### src/rtl/irqmap_pkg.sv
package irqmap_pkg;

  // Width of a global interrupt number
  localparam int IRQ_W = 19;

  typedef struct packed {
    logic             valid;
    logic [IRQ_W-1:0] lvl_base;
    logic [IRQ_W-1:0] msg_base;
    logic [IRQ_W-1:0] msg_count;
    logic             err_range;
    logic             err_cmp;
    logic             err_count;
  } map_res_t;

endpackage

### src/rtl/irqmap_srcid_reg.sv
module irqmap_srcid_reg #(
  parameter int WR_W    = 16,
  parameter int SRC_W   = 9,
  parameter int SRC_LSB = 0
) (
  input  logic             clk,
  input  logic             rst_n,
  input  logic             wr_en,
  input  logic [WR_W-1:0]  wr_data,
  output logic [SRC_W-1:0] src_id,
  output logic             wr_seen
);

  logic [SRC_W-1:0] id_q, id_d;
  logic             seen_q, seen_d;

  // Only the ID field survives a write
  always_comb begin
    id_d   = id_q;
    seen_d = wr_en;
    if (wr_en) begin
      id_d = wr_data[SRC_LSB +: SRC_W];
    end
  end

  always_ff @(posedge clk or negedge rst_n) begin
    if (!rst_n) begin
      id_q   <= '0;
      seen_q <= 1'b0;
    end else begin
      id_q   <= id_d;
      seen_q <= seen_d;
    end
  end

  assign src_id  = id_q;
  assign wr_seen = seen_q;

endmodule

### src/rtl/irqmap_change_det.sv
module irqmap_change_det #(
  parameter int CFG_W = 8
) (
  input  logic             clk,
  input  logic             rst_n,
  input  logic [CFG_W-1:0] cfg,
  input  logic             force_upd,
  output logic             upd
);

  logic [CFG_W-1:0] prev_q, prev_d;
  logic             diff;

  always_comb begin
    diff   = (cfg != prev_q);
    upd    = diff | force_upd;
    prev_d = upd ? cfg : prev_q;
  end

  always_ff @(posedge clk or negedge rst_n) begin
    if (!rst_n) begin
      prev_q <= '0;
    end else begin
      prev_q <= prev_d;
    end
  end

endmodule

### src/rtl/irqmap_calc.sv
module irqmap_calc
  import irqmap_pkg::*;
#(
  parameter int SRC_W    = 9,
  parameter int NUM_LVL  = 8,
  parameter int MAX_IRQS = 4096
) (
  input  logic [SRC_W-1:0] local_id,
  input  logic [SRC_W-1:0] global_id,
  input  logic [IRQ_W-1:0] cmp,
  input  logic [IRQ_W-1:0] mask,
  input  logic             rx_en,
  input  logic             tx_en,
  output map_res_t         res
);

  localparam int SID_SH_W = SRC_W + 3;
  localparam int SUM_W    = IRQ_W + 1;

  logic [SID_SH_W-1:0] lid_s, gid_s;
  logic                enabled, ids_match, ok;
  logic [IRQ_W-1:0]    total;
  logic [SUM_W-1:0]    reach;
  logic                over_range, off_mask, too_many;
  logic [IRQ_W-1:0]    lvl_sum, msg_left;

  // IDs count in blocks of eight interrupts
  assign lid_s = {local_id, 3'b000};
  assign gid_s = {global_id, 3'b000};

  always_comb begin
    enabled    = rx_en & tx_en;
    ids_match  = (lid_s == gid_s);
    ok         = enabled & ids_match;
    total      = (~mask) + IRQ_W'(1);
    reach      = SUM_W'(gid_s) + SUM_W'(NUM_LVL);
    over_range = (reach > {1'b0, total});
    off_mask   = ((cmp & mask) != cmp);
    lvl_sum    = cmp + IRQ_W'(gid_s);
    msg_left   = (total >= IRQ_W'(NUM_LVL)) ? (total - IRQ_W'(NUM_LVL)) : '0;
  end

  // The count limit is only checked when it can be reached
  generate
    if (MAX_IRQS < (1 << IRQ_W)) begin : g_limit
      assign too_many = (total > IRQ_W'(MAX_IRQS));
    end else begin : g_nolimit
      assign too_many = 1'b0;
    end
  endgenerate

  always_comb begin
    res = '0;
    if (ok) begin
      res.valid     = 1'b1;
      res.lvl_base  = lvl_sum;
      res.msg_base  = cmp;
      res.msg_count = msg_left;
      res.err_range = over_range;
      res.err_cmp   = off_mask;
      res.err_count = too_many;
    end
  end

endmodule

### src/rtl/irqmap_remap.sv
module irqmap_remap
  import irqmap_pkg::*;
#(
  parameter int WR_W     = 16,
  parameter int SRC_W    = 9,
  parameter int SRC_LSB  = 0,
  parameter int NUM_LVL  = 8,
  parameter int MAX_IRQS = 4096
) (
  input  logic                 clk,
  input  logic                 rst_n,
  input  logic                 src_wr_en,
  input  logic [WR_W-1:0]      src_wr_data,
  input  logic [SRC_W-1:0]     glb_src_id,
  input  logic [IRQ_W-1:0]     irq_cmp,
  input  logic [IRQ_W-1:0]     irq_mask,
  input  logic                 rx_en,
  input  logic                 tx_en,
  output logic                 map_valid,
  output logic [IRQ_W-1:0]     lvl_base,
  output logic [IRQ_W-1:0]     msg_base,
  output logic [IRQ_W-1:0]     msg_count,
  output logic                 err_range,
  output logic                 err_cmp,
  output logic                 err_count
);

  localparam int CFG_W = 2*SRC_W + 2*IRQ_W + 2;

  logic [SRC_W-1:0] local_id;
  logic             wr_seen;
  logic [CFG_W-1:0] cfg_snap;
  logic             upd;
  map_res_t         res_calc, res_d, res_q;

  irqmap_srcid_reg #(
    .WR_W   (WR_W),
    .SRC_W  (SRC_W),
    .SRC_LSB(SRC_LSB)
  ) u_srcid (
    .clk    (clk),
    .rst_n  (rst_n),
    .wr_en  (src_wr_en),
    .wr_data(src_wr_data),
    .src_id (local_id),
    .wr_seen(wr_seen)
  );

  assign cfg_snap = {local_id, glb_src_id, irq_cmp, irq_mask, rx_en, tx_en};

  irqmap_change_det #(
    .CFG_W(CFG_W)
  ) u_chg (
    .clk      (clk),
    .rst_n    (rst_n),
    .cfg      (cfg_snap),
    .force_upd(wr_seen),
    .upd      (upd)
  );

  irqmap_calc #(
    .SRC_W   (SRC_W),
    .NUM_LVL (NUM_LVL),
    .MAX_IRQS(MAX_IRQS)
  ) u_calc (
    .local_id (local_id),
    .global_id(glb_src_id),
    .cmp      (irq_cmp),
    .mask     (irq_mask),
    .rx_en    (rx_en),
    .tx_en    (tx_en),
    .res      (res_calc)
  );

  // Output register loads only on a configuration change
  always_comb begin
    res_d = res_q;
    if (upd) begin
      res_d = res_calc;
    end
  end

  always_ff @(posedge clk or negedge rst_n) begin
    if (!rst_n) begin
      res_q <= '0;
    end else begin
      res_q <= res_d;
    end
  end

  assign map_valid = res_q.valid;
  assign lvl_base  = res_q.lvl_base;
  assign msg_base  = res_q.msg_base;
  assign msg_count = res_q.msg_count;
  assign err_range = res_q.err_range;
  assign err_cmp   = res_q.err_cmp;
  assign err_count = res_q.err_count;

endmodule

### config.mk
export PLATFORM = sky130hd
export DESIGN_NAME = irqmap_remap
export DESIGN_NICKNAME = d
export VERILOG_FILES = /design/src/rtl/irqmap_pkg.sv /design/src/rtl/irqmap_srcid_reg.sv /design/src/rtl/irqmap_change_det.sv /design/src/rtl/irqmap_calc.sv /design/src/rtl/irqmap_remap.sv
export SDC_FILE = /design/constraint.sdc
export NUM_CORES = 1
export LEC_CHECK = 0
export BUFFER_PORTS_ARGS = -buffer_cell sky130_fd_sc_hd__clkbuf_2
export CORE_AREA = 8 8 123 125
export DETAILED_ROUTE_END_ITERATION = 10
export DIE_AREA = 0 0 131 133
export PLACE_DENSITY = 0.82
export SLEW_MARGIN = 30
export SYNTH_ARGS = -nofsm -noshare
export SYNTH_HDL_FRONTEND = slang
export SYNTH_SLANG_ARGS = --single-unit
### constraint.sdc
create_clock -name clk -period 3.13 [get_ports clk]
set_input_delay 0.939 -clock clk [delete_from_list [all_inputs] [get_ports clk]]
set_output_delay 0.939 -clock clk [all_outputs]
set_load 0.01 [all_outputs]
# Word-level counts from Yosys, hierarchy flattened
# Cells that the tools add are included.
dict set report classes {
  addsub 4
  order_cmp 3
  eq_ne 3
  n_mux 2
  bitwise_logic 5
}
# op count
set op_table {}
lappend op_table {{$mux 61} 1}
lappend op_table {{$ne 58x58->1} 1}
lappend op_table {{$gt 20x19->1} 1}
lappend op_table {{$add 19x1->19 const B} 1}
lappend op_table {{$add 19x12->19} 1}
lappend op_table {{$and 19x19->19} 1}
lappend op_table {{$ge 19x4->1 const B} 1}
lappend op_table {{$gt 19x13->1 const B} 1}
lappend op_table {{$mux 19} 1}
lappend op_table {{$ne 19x19->1} 1}
lappend op_table {{$not 19->19} 1}
lappend op_table {{$sub 19x4->19 const B} 1}
lappend op_table {{$add 12x4->13 const B} 1}
lappend op_table {{$eq 9x9->1} 1}
lappend op_table {{$and 1x1->1} 2}
lappend op_table {{$or 1x1->1} 1}
dict set report word_totals {
  reg_bits 129
  inputBits 68
  out_inout_bits 61
  word_cells 27
}

# Longest topological paths before layout
dict set report logic_depth {
  word_depth 5
  depth_mapped 15
  mapped_depth_nobuf 14
}

# Cells and area by module
# From an unflattened synthesis, not the netlist that was laid out.
dict set report hier_totals {
  cells_unflattened 717
  hier_area_um2 7806.2
}
# mod n_inst cells_per_inst area_each_um2 seq_area_each_um2
set modules_own_cells {}
lappend modules_own_cells {irqmap_remap 1 129 2570.0 1526.5}
lappend modules_own_cells {irqmap_calc 1 367 2522.4 0.0}
lappend modules_own_cells {irqmap_change_det 1 201 2317.2 1451.4}
lappend modules_own_cells {irqmap_srcid_reg 1 20 396.6 250.2}

# Worst setup path before layout
# OpenSTA, ideal clock, no wires.
dict set report synth_timing {
  kind {input to register}
  startpoint {in irq_mask[1]}
  endpoint {reg res_q (netlist bit err_range)}
  setup_ps 125
  arrival_time_ps 3660
  required_time_ps 3005
  path_slack_ps -654
  cell_stages 15
  path_cell_list {inv_1 > ha_1 > or3b_2 > clkbuf_1 > nor2_4 > nand3_1 > xor2_1 > inv_1 > ha_1 > nand3_1 > nor4_1 > nand4_1 > o311ai_0 > nor2_1 > mux2_2}
}
dict set report synth_between {
  elab_chain_cells 4
  elab_cells_between_ends 6
  classes_between {add/sub: 1; order compare: 1; eq/ne: 1; mux: 1; bitwise: 2}
}
# element line_no
set synth_rtl {}
lappend synth_rtl {{start: declaration} irqmap_remap.sv:16} ;# input logic [IRQ_W-1:0] irq_mask,
lappend synth_rtl {{$not 19->19} irqmap_calc.sv:35} ;# total = (~mask) + IRQ_W'(1);
lappend synth_rtl {{$add 19x1->19} irqmap_calc.sv:35}
lappend synth_rtl {{$gt 20x19->1} irqmap_calc.sv:37} ;# over_range = (reach > {1'b0, total});
lappend synth_rtl {{$mux 61} irqmap_calc.sv:54} ;# if (ok) begin
lappend synth_rtl {{end signal: assignment} irqmap_remap.sv:87} ;# res_q <= res_d;
lappend synth_rtl {{end: declaration} irqmap_remap.sv:34} ;# map_res_t res_calc, res_d, res_q;
# Parallel ways exist; a longest one is shown, timed or not.
# A chain may end at the register's enable or synchronous reset.

# Worst setup path in the final report
dict set report layout_timing {
  startpoint {in irq_mask[0]}
  endpoint {reg res_q (netlist bit err_range)}
}
# The elaborated chain is that of the path after synthesis.

==> impl_results.md <==
* Final WS setup at -39.4 ps
* F_max at 316 MHz
* Average wire per standard cell at 19.3 microns
* Cell area after synthesis at 7050 sq um
* Final hold slack at 433 ps
* Reg-to-Reg Start: u_chg.prev_q[48]
* Worst R2R End: msg_count[1]
* Synthesis-to-layout area growth at 31.6%
* Sequential Area at 3150 sq um
* Final Max Slew Viols at 0
* Global-route wire length before repair at 33700 microns
* TritonCTS Buffers at 17
* Multi-input logic area at 3280 sq um
* R2R cell count at 9
* RSZ-0062 raised after global routing: yes
* Post-DP HPWL at 16400 microns
* Number of global-route vias before repair at 6220
* Worst setup SP type: input pin
* Max cap viols at 0
* Post-synth EDFFs at 0
* Met2 usage at 40.3%
* Hold Path End: u_chg.prev_q[54]
* H-tree depth at 4
* Critical Path RT at 3440 ps
* Worst slack, placed at -515 ps
* Fraction of layout cells with a size suffix above 1 at 34.9%
* Synth Net Count at 844
* Total gr overflow at 0
* Core Area at 13100 sq um
* YS warnings at 0
* Met3 Resource Use GR at 6.07%
* Seq/Total Area, Yosys at 44.8%
* Syn avg cell area at 9.34 sq um
* Post-synthesis instance total at 754
* Async SR Flop Fraction at 100%
* IO buf count at 121
* Post-DRT Antenna Nets at 0
* Nets at 1014
* Hold Path Depth at 0
* Iter 0 DRT Violations at 469
* Outcome: finished with violations
* Static Leak at 0.00433 uW
* CTS tree: done
* Final Setup Violations at 1
* CTS Root Cell: clkbuf_16
* Clock Latency Late Sink at 430 ps
* Synth unique cells at 67
* Clock Path Buffers at 2
* Drt first pass iters at 5
* Rel. slew slack at 66.2%
* FF-to-FF setup slack at 590 ps
* Crit path max fanout at 2
* Least-Margin Pin Slew at 508 ps
* Vias at 6123
* Diode count at 0
* Antenna violations before repair at 0
* Fin crit period at 3170 ps
* Final Total Pwr at 4220 uW
* Final Hold Viols at 0
* Yosys reg bits at 126
* Gr busiest metal: met2
* Clock transition at path regs at 60 ps
* Die Height at 133 microns
* GP Congestion at 0.975
* DR vias/cell at 5.50
* Met1 Usage GRT at 33.1%
* Clock sinks at 126
* Worst Setup End Kind: flip-flop
* Fillcell total at 954
* Crit path DAT at 3480 ps
* Initial cell density of the core at 53.8%
* Gr usage total at 25.7%
* Remaining DRCs at 0
* Die ar. at 17400 sq um
* Failing checks: setup timing
* Most frequent cells in the layout: dfrtp_1 (126), buf_4 (120), clkbuf_2 (118)
* Crit Path Class: input pin to flip-flop
* Most used DFF post-synth: dfrtp_1
* HP Class: flip-flop to flip-flop
* Pwr per Cell Area at 455 nW/um^2
* FP Rows at 42
* Largest net degree at the start of global routing at 62
* Commonest non-fill, non-tap cell in the layout: dfrtp_1
* Tcrit/Tclk final at 101%
* Final wirelength at 21500 microns
* # hold bufs at CTS at 0
* Max VDD drop at 392 uV
* Num ports at 129
* Die Span X at 131 microns
* Clock Skews at 7.52 ps
* Min-delay src: u_srcid.src_id[5]
state kept, by name (all words and copies together) (netlist names):
| signal | flops |
|---|---|
| msg_base | 16 |
| lvl_base | 19 |
| u_srcid.src_id | 9 |
| err_count | 1 |
| u_srcid.wr_seen | 1 |
| u_chg.prev_q | 58 |
| err_range | 1 |
| map_valid | 1 |
| msg_count | 19 |
| err_cmp | 1 |
power breakdown:
| group | total, uW | internal [uW] | switching, uW |
|---|---|---|---|
| Clock | 1860 | 1060 | 804 |
| Combinational | 624 | 280 | 345 |
| Sequential | 1730 | 1690 | 40.7 |
critical path: stages:
cell and delay, ps:
clkbuf_16 130, inv_12 50, ha_4 110, or3b_4 390, nor2_4 150, nand3_4 90
buf_6 130, xor2_4 140, inv_2 60, ha_4 270, nand3_2 60, nor4_2 130
nand4_1 170, o311ai_2 280, nor2_1 90, mux2_4 270
how the worst max path moves through the flow:
| stage | startpoint | end | cells after the start |
|---|---|---|---|
| floorplan | irq_mask[0] | err_range | 15 |
| global placement | irq_mask[0] | err_range | 15 |
| detailed placement | irq_mask[0] | err_range | 15 |
| CTS | irq_mask[0] | err_range | 15 |
| global route | irq_mask[0] | err_range | 16 |
| finish | irq_mask[0] | err_range | 16 |
synth_stat cells, types with 3 or more instances:
master | number | area share (%)
dfrtp_1 | 126 | 45
inv_1 | 103 | 5.5
clkbuf_1 | 81 | 4.3
xnor2_1 | 55 | 6.8
nand3_1 | 46 | 3.3
o21ai_0 | 39 | 2.8
xor2_1 | 36 | 4.5
o22ai_1 | 33 | 2.9
nor2_1 | 23 | 1.2
ha_1 | 21 | 3.7
nand2_1 | 20 | 1.1
nand4_1 | 17 | 1.5
nor3_1 | 16 | 1.1
nor4_1 | 14 | 1.2
a21oi_1 | 12 | 0.85
mux2_2 | 11 | 1.8
a21o_1 | 6 | 0.64
buf_4 | 6 | 0.64
a221oi_1 | 5 | 0.62
buf_6 | 5 | 0.80
o21bai_1 | 5 | 0.53
a31oi_1 | 4 | 0.36
mux2i_1 | 4 | 0.57
o2bb2ai_1 | 4 | 0.50
a22o_1 | 3 | 0.37
and2_1 | 3 | 0.27
buf_2 | 3 | 0.21
or3_1 | 3 | 0.27
or4_1 | 3 | 0.32
metrics by stage:
stage,TNS [ps],instances,instance area (sq um),util (%)
after floorplan,-1470,754,7160,-
after global routing,-134,1113,9270,70.9
final,-39.4,1113,9270,70.9
after global placement,-7660,1071,8490,64.9
after detailed placement,-9360,1071,8490,64.9
after CTS,-34.7,1113,9200,70.3
layout make-up:
cell class / count / share of cell area [%]
Clock buffer: 18 / 4.74
Clock inverter: 14 / 1.36
Inverter: 103 / 4.39
Multi-Input combinational cell: 430 / 35.4
Sequential cell: 126 / 34.0
Tap cell: 176 / 2.38
Timing Repair Buffer: 246 / 17.7
timing repair:
item                                    4_1_cts  5_1_grt
buffers inserted                             10        2
pin swaps                                     9       16
gates resized for setup                      11       12
endpoints found under the setup margin        1        8
cells by family after synthesis:
kind of cell / Yosys count / share of synthesized area, %
XOR/XNOR: 92 / 11.6
adder cells (fa/ha/maj): 23 / 4.16
flip-flops: 126 / 44.8
multiplexers: 15 / 2.33
buffers and inverters: 198 / 11.5
AND/OR/NAND/NOR: 162 / 12.8
AO/OA/AOI/OAI: 138 / 12.8
layer usage:
layer | vias to the layer above | share of wire (%)
li1 | 2868 | -
met1 | 2970 | 42
met2 | 237 | 48
met3 | 48 | 7.0
met4 | 0 | 3.2
met5 | - | 0
Power figures use the tool's default switching activity.
